File: src/rtl/flash_cfg_pkg.sv
package flash_cfg_pkg;

  typedef enum logic [1:0] {
    FR_WREN  = 2'd0,
    FR_WRITE = 2'd1,
    FR_POLL  = 2'd2
  } frameKind_t;

  // strobes from sequencing control to the serializer datapath
  typedef struct packed {
    logic       accept;
    logic       load;
    frameKind_t kind;
    logic       run;
  } dpStrobe_t;

endpackage

File: src/rtl/flash_cfg_datapath.sv
module flash_cfg_datapath
  import flash_cfg_pkg::*;
#(
  parameter logic [7:0] CMD_WREN  = 8'h06,
  parameter logic [7:0] CMD_WR_NV = 8'hB1,
  parameter logic [7:0] CMD_WR_V  = 8'h81,
  parameter logic [7:0] CMD_POLL  = 8'h70,
  parameter int         DATA_W    = 16
) (
  input  logic              clk,
  input  logic              rstN,
  input  dpStrobe_t         strb,
  input  logic              reqNonvol,
  input  logic [DATA_W-1:0] reqData,
  input  logic [1:0]        reqLanes,
  input  logic [3:0]        dqIn,
  output logic              sclk,
  output logic [3:0]        dqOut,
  output logic [3:0]        dqOe,
  output logic              frameEnd,
  output logic              statusReady
);

  localparam int BYTE_W  = 8;
  localparam int FRAME_W = BYTE_W + DATA_W;
  localparam int CNT_W   = $clog2(FRAME_W + 1);

  logic [DATA_W-1:0]  dataQ;
  logic               nonvolQ;
  logic [1:0]         laneQ;
  logic [FRAME_W-1:0] txSh;
  logic [FRAME_W-1:0] frameImg;
  logic [FRAME_W-1:0] txShNext;
  logic [BYTE_W-1:0]  rxSh;
  logic [BYTE_W-1:0]  rxNext;
  logic [CNT_W-1:0]   beatsLeft;
  logic [CNT_W-1:0]   txLeft;
  logic [CNT_W-1:0]   frameBits;
  logic [3:0]         laneMask;
  logic [3:0]         laneVal;
  logic               halfQ;

  // frame image, left aligned, low data byte first
  always_comb begin
    frameImg  = '0;
    frameBits = CNT_W'(2 * BYTE_W);
    unique case (strb.kind)
      FR_WREN: begin
        frameImg  = {CMD_WREN, {DATA_W{1'b0}}};
        frameBits = CNT_W'(BYTE_W);
      end
      FR_WRITE: begin
        if (nonvolQ) begin
          frameImg  = {CMD_WR_NV, dataQ[7:0], dataQ[DATA_W-1:8]};
          frameBits = CNT_W'(FRAME_W);
        end else begin
          frameImg  = {CMD_WR_V, dataQ[7:0], {(DATA_W-8){1'b0}}};
          frameBits = CNT_W'(2 * BYTE_W);
        end
      end
      default: begin
        frameImg  = {CMD_POLL, {DATA_W{1'b0}}};
        frameBits = CNT_W'(2 * BYTE_W);
      end
    endcase
  end

  always_comb begin
    unique case (laneQ)
      2'd0: begin
        laneMask = 4'b0001;
        laneVal  = {3'b000, txSh[FRAME_W-1]};
        txShNext = txSh << 1;
        rxNext   = {rxSh[BYTE_W-2:0], dqIn[1]};
      end
      2'd1: begin
        laneMask = 4'b0011;
        laneVal  = {2'b00, txSh[FRAME_W-1 -: 2]};
        txShNext = txSh << 2;
        rxNext   = {rxSh[BYTE_W-3:0], dqIn[1:0]};
      end
      default: begin
        laneMask = 4'b1111;
        laneVal  = txSh[FRAME_W-1 -: 4];
        txShNext = txSh << 4;
        rxNext   = {rxSh[BYTE_W-5:0], dqIn};
      end
    endcase
  end

  always_ff @(posedge clk) begin
    if (!rstN) begin
      dataQ     <= '0;
      nonvolQ   <= 1'b0;
      laneQ     <= 2'd0;
      txSh      <= '0;
      rxSh      <= '0;
      beatsLeft <= '0;
      txLeft    <= '0;
      halfQ     <= 1'b0;
    end else begin
      if (strb.accept) begin
        dataQ   <= reqData;
        nonvolQ <= reqNonvol;
        laneQ   <= (reqLanes == 2'd3) ? 2'd2 : reqLanes;
      end
      if (strb.load) begin
        txSh      <= frameImg;
        rxSh      <= '0;
        beatsLeft <= frameBits >> laneQ;
        txLeft    <= CNT_W'(BYTE_W) >> laneQ;
        if (strb.kind != FR_POLL) txLeft <= frameBits >> laneQ;
        halfQ     <= 1'b0;
      end else if (strb.run) begin
        halfQ <= ~halfQ;
        if (halfQ) begin
          beatsLeft <= beatsLeft - 1'b1;
          if (txLeft != '0) begin
            txSh   <= txShNext;
            txLeft <= txLeft - 1'b1;
          end else begin
            rxSh <= rxNext;
          end
        end
      end
    end
  end

  assign sclk        = strb.run & halfQ;
  assign frameEnd    = strb.run & halfQ & (beatsLeft == CNT_W'(1));
  assign dqOut       = strb.run ? laneVal : 4'b0000;
  assign dqOe        = (strb.run && txLeft != '0) ? laneMask : 4'b0000;
  assign statusReady = rxSh[BYTE_W-1];

  a_r3_sclk_alternates: assert property (@(posedge clk) disable iff (!rstN)
    (strb.run && !frameEnd && !strb.load) |=> (sclk != $past(sclk)));

  a_r4_all_sent_at_end: assert property (@(posedge clk) disable iff (!rstN)
    frameEnd |-> (txLeft == '0 || (txLeft == CNT_W'(1) && beatsLeft == CNT_W'(1))));

  a_r10_request_held: assert property (@(posedge clk) disable iff (!rstN)
    !strb.accept |=> $stable(dataQ));

endmodule

File: src/rtl/flash_cfg_ctrl.sv
module flash_cfg_ctrl
  import flash_cfg_pkg::*;
#(
  parameter int CS_GAP         = 3,
  parameter int POLL_COUNT     = 4,
  parameter int TIMEOUT_CYCLES = 100000
) (
  input  logic      clk,
  input  logic      rstN,
  input  logic      reqValid,
  input  logic      frameEnd,
  input  logic      statusReady,
  output dpStrobe_t strb,
  output logic      csN,
  output logic      busy,
  output logic      done,
  output logic      timedOut
);

  localparam int GAP_W = $clog2(CS_GAP + 1);
  localparam int RDY_W = $clog2(POLL_COUNT + 1);
  localparam int TMO_W = $clog2(TIMEOUT_CYCLES + 1);
  localparam logic [GAP_W-1:0] GAP_LAST = GAP_W'(CS_GAP - 1);
  localparam logic [RDY_W-1:0] RDY_LAST = RDY_W'(POLL_COUNT - 1);
  localparam logic [TMO_W-1:0] TMO_MAX  = TMO_W'(TIMEOUT_CYCLES);

  typedef enum logic [1:0] {ST_IDLE, ST_GAP, ST_SHIFT, ST_EVAL} state_t;

  state_t     state;
  frameKind_t nextKind;
  logic [GAP_W-1:0] gapCnt;
  logic [RDY_W-1:0] readyCnt;
  logic [TMO_W-1:0] tmoCnt;
  logic doneQ, tmoQ;
  logic tmoHit, runComplete;

  assign tmoHit      = (tmoCnt == TMO_MAX);
  assign runComplete = statusReady && (readyCnt == RDY_LAST);

  always_comb begin
    strb.accept = (state == ST_IDLE) && reqValid;
    strb.load   = (state == ST_GAP) && (gapCnt == '0);
    strb.kind   = nextKind;
    strb.run    = (state == ST_SHIFT);
  end

  always_ff @(posedge clk) begin
    if (!rstN) begin
      state    <= ST_IDLE;
      nextKind <= FR_WREN;
      gapCnt   <= '0;
      readyCnt <= '0;
      tmoCnt   <= '0;
      doneQ    <= 1'b0;
      tmoQ     <= 1'b0;
    end else begin
      doneQ <= 1'b0;
      tmoQ  <= 1'b0;
      if (state != ST_IDLE && nextKind == FR_POLL && !tmoHit)
        tmoCnt <= tmoCnt + 1'b1;
      unique case (state)
        ST_IDLE: if (reqValid) begin
          state    <= ST_GAP;
          gapCnt   <= GAP_LAST;
          nextKind <= FR_WREN;
        end
        ST_GAP: begin
          if (gapCnt == '0) state <= ST_SHIFT;
          else gapCnt <= gapCnt - 1'b1;
        end
        ST_SHIFT: if (frameEnd) begin
          gapCnt <= GAP_LAST;
          unique case (nextKind)
            FR_WREN: begin
              state    <= ST_GAP;
              nextKind <= FR_WRITE;
            end
            FR_WRITE: begin
              state    <= ST_GAP;
              nextKind <= FR_POLL;
              readyCnt <= '0;
              tmoCnt   <= '0;
            end
            default: state <= ST_EVAL;
          endcase
        end
        default: begin
          if (runComplete) begin
            state <= ST_IDLE;
            doneQ <= 1'b1;
          end else if (tmoHit) begin
            state <= ST_IDLE;
            doneQ <= 1'b1;
            tmoQ  <= 1'b1;
          end else begin
            state    <= ST_GAP;
            readyCnt <= statusReady ? readyCnt + 1'b1 : '0;
          end
        end
      endcase
    end
  end

  assign csN      = (state != ST_SHIFT);
  assign busy     = (state != ST_IDLE);
  assign done     = doneQ;
  assign timedOut = tmoQ;

  a_r6_streak_bound: assert property (@(posedge clk) disable iff (!rstN)
    readyCnt < RDY_W'(POLL_COUNT));

  a_r8_ready_wins: assert property (@(posedge clk) disable iff (!rstN)
    (state == ST_EVAL && runComplete && tmoHit) |=> (done && !timedOut));

  a_r2_wren_then_write: assert property (@(posedge clk) disable iff (!rstN)
    (frameEnd && nextKind == FR_WREN) |=> (nextKind == FR_WRITE && csN));

endmodule

File: src/rtl/flash_cfg_writer.sv
module flash_cfg_writer
  import flash_cfg_pkg::*;
#(
  parameter int CS_GAP         = 3,
  parameter int POLL_COUNT     = 4,
  parameter int TIMEOUT_CYCLES = 100000
) (
  input  logic        clk,
  input  logic        rstN,
  input  logic        reqValid,
  input  logic        reqNonvol,
  input  logic [15:0] reqData,
  input  logic [1:0]  reqLanes,
  output logic        busy,
  output logic        done,
  output logic        timedOut,
  output logic        csN,
  output logic        sclk,
  output logic [3:0]  dqOut,
  output logic [3:0]  dqOe,
  input  logic [3:0]  dqIn
);

  dpStrobe_t strb;
  logic frameEnd, statusReady;

  flash_cfg_ctrl #(
    .CS_GAP(CS_GAP), .POLL_COUNT(POLL_COUNT), .TIMEOUT_CYCLES(TIMEOUT_CYCLES)
  ) u_ctrl (
    .clk(clk), .rstN(rstN), .reqValid(reqValid), .frameEnd(frameEnd),
    .statusReady(statusReady), .strb(strb), .csN(csN), .busy(busy),
    .done(done), .timedOut(timedOut)
  );

  flash_cfg_datapath #(.DATA_W(16)) u_dp (
    .clk(clk), .rstN(rstN), .strb(strb), .reqNonvol(reqNonvol),
    .reqData(reqData), .reqLanes(reqLanes), .dqIn(dqIn), .sclk(sclk),
    .dqOut(dqOut), .dqOe(dqOe), .frameEnd(frameEnd), .statusReady(statusReady)
  );

  a_r9_quiet_when_high: assert property (@(posedge clk) disable iff (!rstN)
    csN |-> (dqOe == 4'b0000 && !sclk));

  a_r10_done_one_cycle: assert property (@(posedge clk) disable iff (!rstN)
    done |=> !done);

  a_r7_timeout_marks_done: assert property (@(posedge clk) disable iff (!rstN)
    timedOut |-> done);

  a_r10_busy_release: assert property (@(posedge clk) disable iff (!rstN)
    $fell(busy) |-> done);

endmodule

File: config.mk
export PLATFORM = sky130hd
export DESIGN_NAME = flash_cfg_writer
export DESIGN_NICKNAME = d
export VERILOG_FILES = /design/src/rtl/flash_cfg_pkg.sv /design/src/rtl/flash_cfg_datapath.sv /design/src/rtl/flash_cfg_ctrl.sv /design/src/rtl/flash_cfg_writer.sv
export SDC_FILE = /design/constraint.sdc
export NUM_CORES = 1
export LEC_CHECK = 0
export ABC_AREA = 1
export BUFFER_PORTS_ARGS = -buffer_cell sky130_fd_sc_hd__buf_2
export CAP_MARGIN = 20
export CORE_MARGIN = 2
export CORE_UTILIZATION = 35
export DETAILED_ROUTE_END_ITERATION = 16
export GPL_ROUTABILITY_DRIVEN = 1
export PLACE_DENSITY_LB_ADDON = 0.1
export SETUP_SLACK_MARGIN = 0.3
export SYNTH_ARGS = -nofsm -noshare
export SYNTH_HDL_FRONTEND = slang
export SYNTH_SLANG_ARGS = --single-unit
File: constraint.sdc
create_clock -name clk -period 2.2 [get_ports clk]
set_input_delay 0.33 -clock clk [delete_from_list [all_inputs] [get_ports clk]]
set_output_delay 0.33 -clock clk [all_outputs]
set_load 0.03 [all_outputs]
# Yosys cells after proc, flatten, opt, wreduce, memory -nomap -nowiden

Cells that the tools add are included.
Widths: inputs -> output; s select.

Mux-type cells: 50
Add/subtract/negate cells: 5
Reductions and logical operators: 30
Bitwise operators: 6
Shifts and indexed selects: 2
Eq/ne operators: 19

Operators with widths:

| kind                  | number |
|---|---|
| $mux 24               | 4 |
| $pmux 24 s2           | 2 |
| $mux 17               | 4 |
| $mux 5                | 8 |
| $mux 2                | 11 |
| $mux 22               | 1 |
| $add 17x1->17 const B | 1 |
| $eq 17x17->1 const B  | 1 |
| $pmux 4 s2            | 2 |
| $pmux 8 s2            | 1 |
| $mux 3                | 5 |
| $ne 2x2->1 const B    | 7 |
| $mux 4                | 3 |
| $pmux 2 s3            | 2 |
| $pmux 5 s2            | 1 |
| $reduce_bool 2->1     | 5 |
| $sub 5x1->5 const B   | 2 |
| $reduce_and 3->1      | 3 |
| $logic_not 2->1       | 4 |
| $pmux 2 s2            | 2 |
| $reduce_and 4->1      | 2 |
| $eq 2x1->1 const B    | 3 |
| $eq 2x2->1 const B    | 3 |
| $logic_and 1x1->1     | 6 |
| other kinds (20)      | 29 |

Input bits: 26
Output and inout port bits: 13
Flip-flop bits (word level): 90
Word-level logic and storage cells: 127

# Logic depth before layout (Yosys ltp)

Depth after elaboration: 7
Mapped depth: 12
Depth with buffers taken out: 11

# By module

Synthesis repeated with hierarchy kept, for this count alone.

Cells, all modules: 764
Area total of the unflattened synthesis: 5001.0 µm²

Modules (own cells, without submodules):

| module             | instances | seq. area each (µm²) | cells each | area each (µm²) |
|---|---|---|---|---|
| flash_cfg_datapath | 1         | 1241.2               | 505        | 3353.2 |
| flash_cfg_ctrl     | 1         | 560.5                | 259        | 1647.8 |

# Worst setup path before layout

OpenSTA, ideal clock, no wires.

Path kind: register -> output
Start: reg u_dp.laneQ[1]
End: out dqOe[3]
Required time: 1870 ps
Arrival time: 1585 ps
Stages on the path, launching flop included: 5
Path buffers: 2
Setup slack: 285 ps
Cell sequence: dfxtp_1 > clkbuf_1 > nand2_1 > nor2_1 > buf_4

Cells in the longest elaborated chain, start to end: 3
Elaborated cells between the ends (all ways): 4

RTL lines:

| element                                       | RTL line                  | text |
|---|---|---|
| start, declared                               | flash_cfg_datapath.sv:30  | `logic [1:0] laneQ;` |
| start signal, assigned                        | flash_cfg_datapath.sv:105 | `laneQ <= (reqLanes == 2'd3) ? 2'd2 : reqLanes;` |
| $eq 2x1->1 or $logic_not 2->1 (tied branches) | flash_cfg_datapath.sv:69  | `unique case (laneQ)` |
| $pmux 4 s2 *                                  | flash_cfg_datapath.sv:69  |  |
| $mux 4 *                                      | flash_cfg_datapath.sv:132 | `assign dqOe = (strb.run && txLeft != '0) ? laneMask : 4'b0000;` |
| end, declared                                 | flash_cfg_writer.sv:20    | `output logic [3:0] dqOe,` |

Every way passes the cells marked *; elsewhere a longest branch is shown, timed or not.

# Worst setup path after layout

Start: reg u_ctrl.state[0]
End: out dqOut[1]

Cells in the longest elaborated chain, start to end: 2

RTL lines:

| element                | RTL line                  | text |
|---|---|---|
| start, declared        | flash_cfg_ctrl.sv:29      | `state_t state;` |
| start signal, assigned | flash_cfg_ctrl.sv:49      | `state <= ST_IDLE;` |
| start signal, assigned | flash_cfg_ctrl.sv:63      | `state <= ST_GAP;` |
| start signal, assigned | flash_cfg_ctrl.sv:68      | `if (gapCnt == '0) state <= ST_SHIFT;` |
| $eq 2x2->1             | flash_cfg_ctrl.sv:44      | `strb.run = (state == ST_SHIFT);` |
| $mux 4                 | flash_cfg_datapath.sv:131 | `assign dqOut = strb.run ? laneVal : 4'b0000;` |
| end, declared          | flash_cfg_writer.sv:19    | `output logic [3:0] dqOut,` |

Every way passes these cells.

==> flow_summary.toml <==
[detailed_routing]
detail-route-antenna-nets = 0
drt_first_iter_violations = 302
routed_via_density = 5.07
wirelength_um = 13600
detail_route.first_pass.iterations = 5
detailroute.via_count = 4823
remaining_drc_errors = 0
routedWlPerCell_um = 14.3

[die]
dieWidth_um = 124
overall_die_height_um = 124
design.die.area_um2 = 15300
initial_utilization_pct = 35.9
cell_row_count = 43
core-area_um2 = 13900
boundaryPins = 39

[setup_path]
regToRegStartpoint = "u_ctrl.state[0]$_SDFFE_PN0P_"
worst_ep_arrival_time_ps = 1500
setup_slack_of_the_most_critical_reg_to_reg_path_ps = 430
cp_cell_sequence = "inv_2 > nand2_4 > o32ai_1 > buf_4"
startpoint_type = "flop"
critical-path-max-stage-delay_ps = 380
end_of_the_worst_register_to_register_path = "u_dp.txSh[16]$_SDFFE_PN0P_"
cp_slowest_cell = "sky130_fd_sc_hd__dfxtp_1"
cp.required_ps = 1870
timing.critical_path.fanout_max = 7
criticalPathCategory = "flop to primary output"
worst_setup_path_end_kind = "primary output"
timing.reg2reg.worst_path_depth = 7

[layout]
antennaDiodeCount = 0
nFillCells = 1478
area_growth_synth_to_finish_pct = 14.2
ratio_of_cells_with_drive_above_1_in_the_final_layout_pct = 14.6
finish.instance_area_um2 = 5720
post_layout_nonfiller_instances = 952
nets = 802
regArea_um2 = 1810
multi_input_combinational_cell_area_um2 = 2740

[placement]
dp_cells = 929
io_buffer_count = 38
hpwl_um = 9700
post_placement_cell_area_um2 = 5310
finalWeightedCongestion = 0.867

[global_route]
antenna_found_initial = 0
grt_remaining_overflow = 0
grt_start_max_net_pins = 35
global_router_s_overall_resource_usage_pct = 18.6
grt_first_pass_wirelength_um = 22300
grt_pass1_vias = 4426

[synthesis]
synth.cell_area_um2 = 5010
largest_area_contributor_in_the_netlist = "sky130_fd_sc_hd__dfxtp_1"
ys_ff_latch = 90
ys_async_rst_share_pct = 0
synth_most_common_cell = "sky130_fd_sc_hd__nand2_1"
ys.flop_type = "sky130_fd_sc_hd__dfxtp_1"
synth_top_area_share_pct = 36.0
syn_avg_cell_area_um2 = 6.84
synth_top_cells_by_count = "sky130_fd_sc_hd__nand2_1, sky130_fd_sc_hd__dfxtp_1, sky130_fd_sc_hd__nor2_1"
synth.top_cells.by_area = "sky130_fd_sc_hd__dfxtp_1, sky130_fd_sc_hd__nand2_1, sky130_fd_sc_hd__a21oi_1"
synthesis.yosys.warnings = 0
synth.yosys.seq_area_share_pct = 36.0
synth_enable_flop_cells = 0
syn-instance-count = 732
number_of_distinct_library_cell_variants_in_the_gate_level_netlist_after_synthesis = 43
postSynthNetCount = 767

[clock_tree]
clock_slew_at_reported_path_ffs_ps = 70
clock_tree.htree_level_count = 3
clkLatencyLatePin_ps = 350
cts-hold-fix-buffers = 0
cts_root_buf = "sky130_fd_sc_hd__clkbuf_16"
tritoncts = "built"
cts_sinks = 90
number_of_buffers_created_by_cts = 9
cts_max_path_buffers = 2

[status]
status = "finished clean"

[power_and_ir_drop]
powerDensity_nw_per_um2 = 1070
irDropWorstVdd_mv = 0.418
power.static_leakage_uw = 0.00231

[timing]
timing.final.setup_violations = 0
final_max_slew_viol_count = 0
timing.hold.ws_ps = 223
tns_ps = 0
fmax_mhz = 546
final.period_utilization_pct = 83.3
period_needed_ps = 1830
maxSlewHeadroom_pct = 55.6
hold_viol = 0
grt_setup_unrepaired = "true"
worst_skew_ps = 6.23
worst-slew-pin-transition_ps = 662

[hold_path]
worstHoldEndpoint = "u_dp.dataQ[5]$_SDFFE_PN0P_"
worstHoldPathType = "primary input to flop"
hold_depth = 3
hold_path_startpoint = "reqData[5]"

[job]
cap_violations = 0
==> layout make-up <==
type	instances	share of cell area, %
Multi-Input combinational cell	535	47.9
Clock inverter	5	1.09
Inverter	74	4.99
Clock buffer	11	4.42
Tap cell	180	3.94
Timing Repair Buffer	57	5.95
Sequential cell	90	31.7
==> cell families (layout without fill, tap and decap cells) <==
kind of cell | after synthesis | in the layout | synth area share [%]
adders and majority gates | 9 | 9 | 2.25
buffers and inverters | 107 | 147 | 9.92
xor gates and xnor gates | 13 | 13 | 2.27
DFF | 90 | 90 | 36.0
AOI/OAI and AO/OA | 184 | 184 | 20.3
and+or+nand+nor | 329 | 329 | 29.3
==> power by group <==
part	switching [uW]	internal, uW
logic	1460	760
registers	299	1980
clock network	686	947
total	2450	3680
==> through the flow <==
step	total power (uW)	worst slack, ps	utilization [%]
2_1_floorplan	3920	328	-
3_3_place_gp	4360	346	38.1
3_5_place_dp	4380	345	38.1
4_1_cts	6070	306	40.5
5_1_grt	6570	296	41.0
6_report	6130	367	41.0
==> metal layers <==
layer	GRT usage (%)	wire, um	up-vias
li1	-	-	2481
met1	26.5	6940	2221
met2	28.5	5750	107
met3	2.56	637	14
met4	7.39	242	0
met5	0	0	-
==> timing repair <==
item / CTS / global route
pin swaps: 1 / 1
hold endpoints to repair: 0 / 0
setup buffers: 1 / 6
endpoints found under the setup margin: 7 / 8
gates resized for setup: 7 / 8
==> registers in the layout, summed over array words and instances, names as in the netlist <==
signal,flops
u_ctrl.done,1
u_ctrl.gapCnt,2
u_ctrl.nextKind,2
u_ctrl.readyCnt,3
u_ctrl.state,2
u_ctrl.timedOut,1
u_ctrl.tmoCnt,17
u_dp.beatsLeft,5
u_dp.dataQ,16
u_dp.halfQ,1
u_dp.laneQ,2
u_dp.nonvolQ,1
u_dp.rxSh,8
u_dp.txLeft,5
u_dp.txSh,24
==> worst max-delay path, delay by kind of cell (launching register included) <==
kind | cells | cell delay (ps)
buffers and inverters | 2 | 350
DFF | 1 | 380
AOI/OAI and AO/OA | 1 | 320
and+or+nand+nor | 1 | 110
==> worst max-delay path by stage <==
stage | start | to | slack (ps) | depth (start not counted)
after global routing | u_ctrl.state[0]$_SDFFE_PN0P_ | u_dp.txSh[23]$_SDFFE_PN0P_ | 300 | 7
after floorplan | u_dp.laneQ[0]$_SDFFE_PN0P_ | dqOut[1] | 330 | 4
after detailed placement | u_ctrl.state[0]$_SDFFE_PN0P_ | u_dp.txSh[16]$_SDFFE_PN0P_ | 350 | 7
after global placement | u_ctrl.state[0]$_SDFFE_PN0P_ | u_dp.txSh[23]$_SDFFE_PN0P_ | 350 | 7
final | u_ctrl.state[0]$_SDFFE_PN0P_ | dqOut[1] | 370 | 4
after CTS | u_dp.txLeft[0]$_SDFFE_PN0P_ | dqOe[1] | 310 | 6
==> cell usage in the layout (no fill, tap or decap), types with 7 or more instances in the layout <==
| cell | synthesis | final |
|---|---|---|
| sky130_fd_sc_hd__a21oi_1 | 76 | 76 |
| sky130_fd_sc_hd__o22ai_1 | 10 | 10 |
| sky130_fd_sc_hd__dfxtp_1 | 90 | 87 |
| sky130_fd_sc_hd__o21ai_0 | 63 | 63 |
| sky130_fd_sc_hd__xnor2_1 | 7 | 7 |
| sky130_fd_sc_hd__buf_4 | 3 | 21 |
| sky130_fd_sc_hd__buf_2 | 15 | 35 |
| sky130_fd_sc_hd__nor2_1 | 89 | 87 |
| sky130_fd_sc_hd__nand3_1 | 32 | 32 |
| sky130_fd_sc_hd__clkbuf_16 | 0 | 9 |
| sky130_fd_sc_hd__inv_1 | 67 | 66 |
| sky130_fd_sc_hd__a22oi_1 | 9 | 9 |
| sky130_fd_sc_hd__ha_1 | 9 | 8 |
| sky130_fd_sc_hd__nand2_1 | 172 | 172 |
Power figures use the tool's default switching activity.
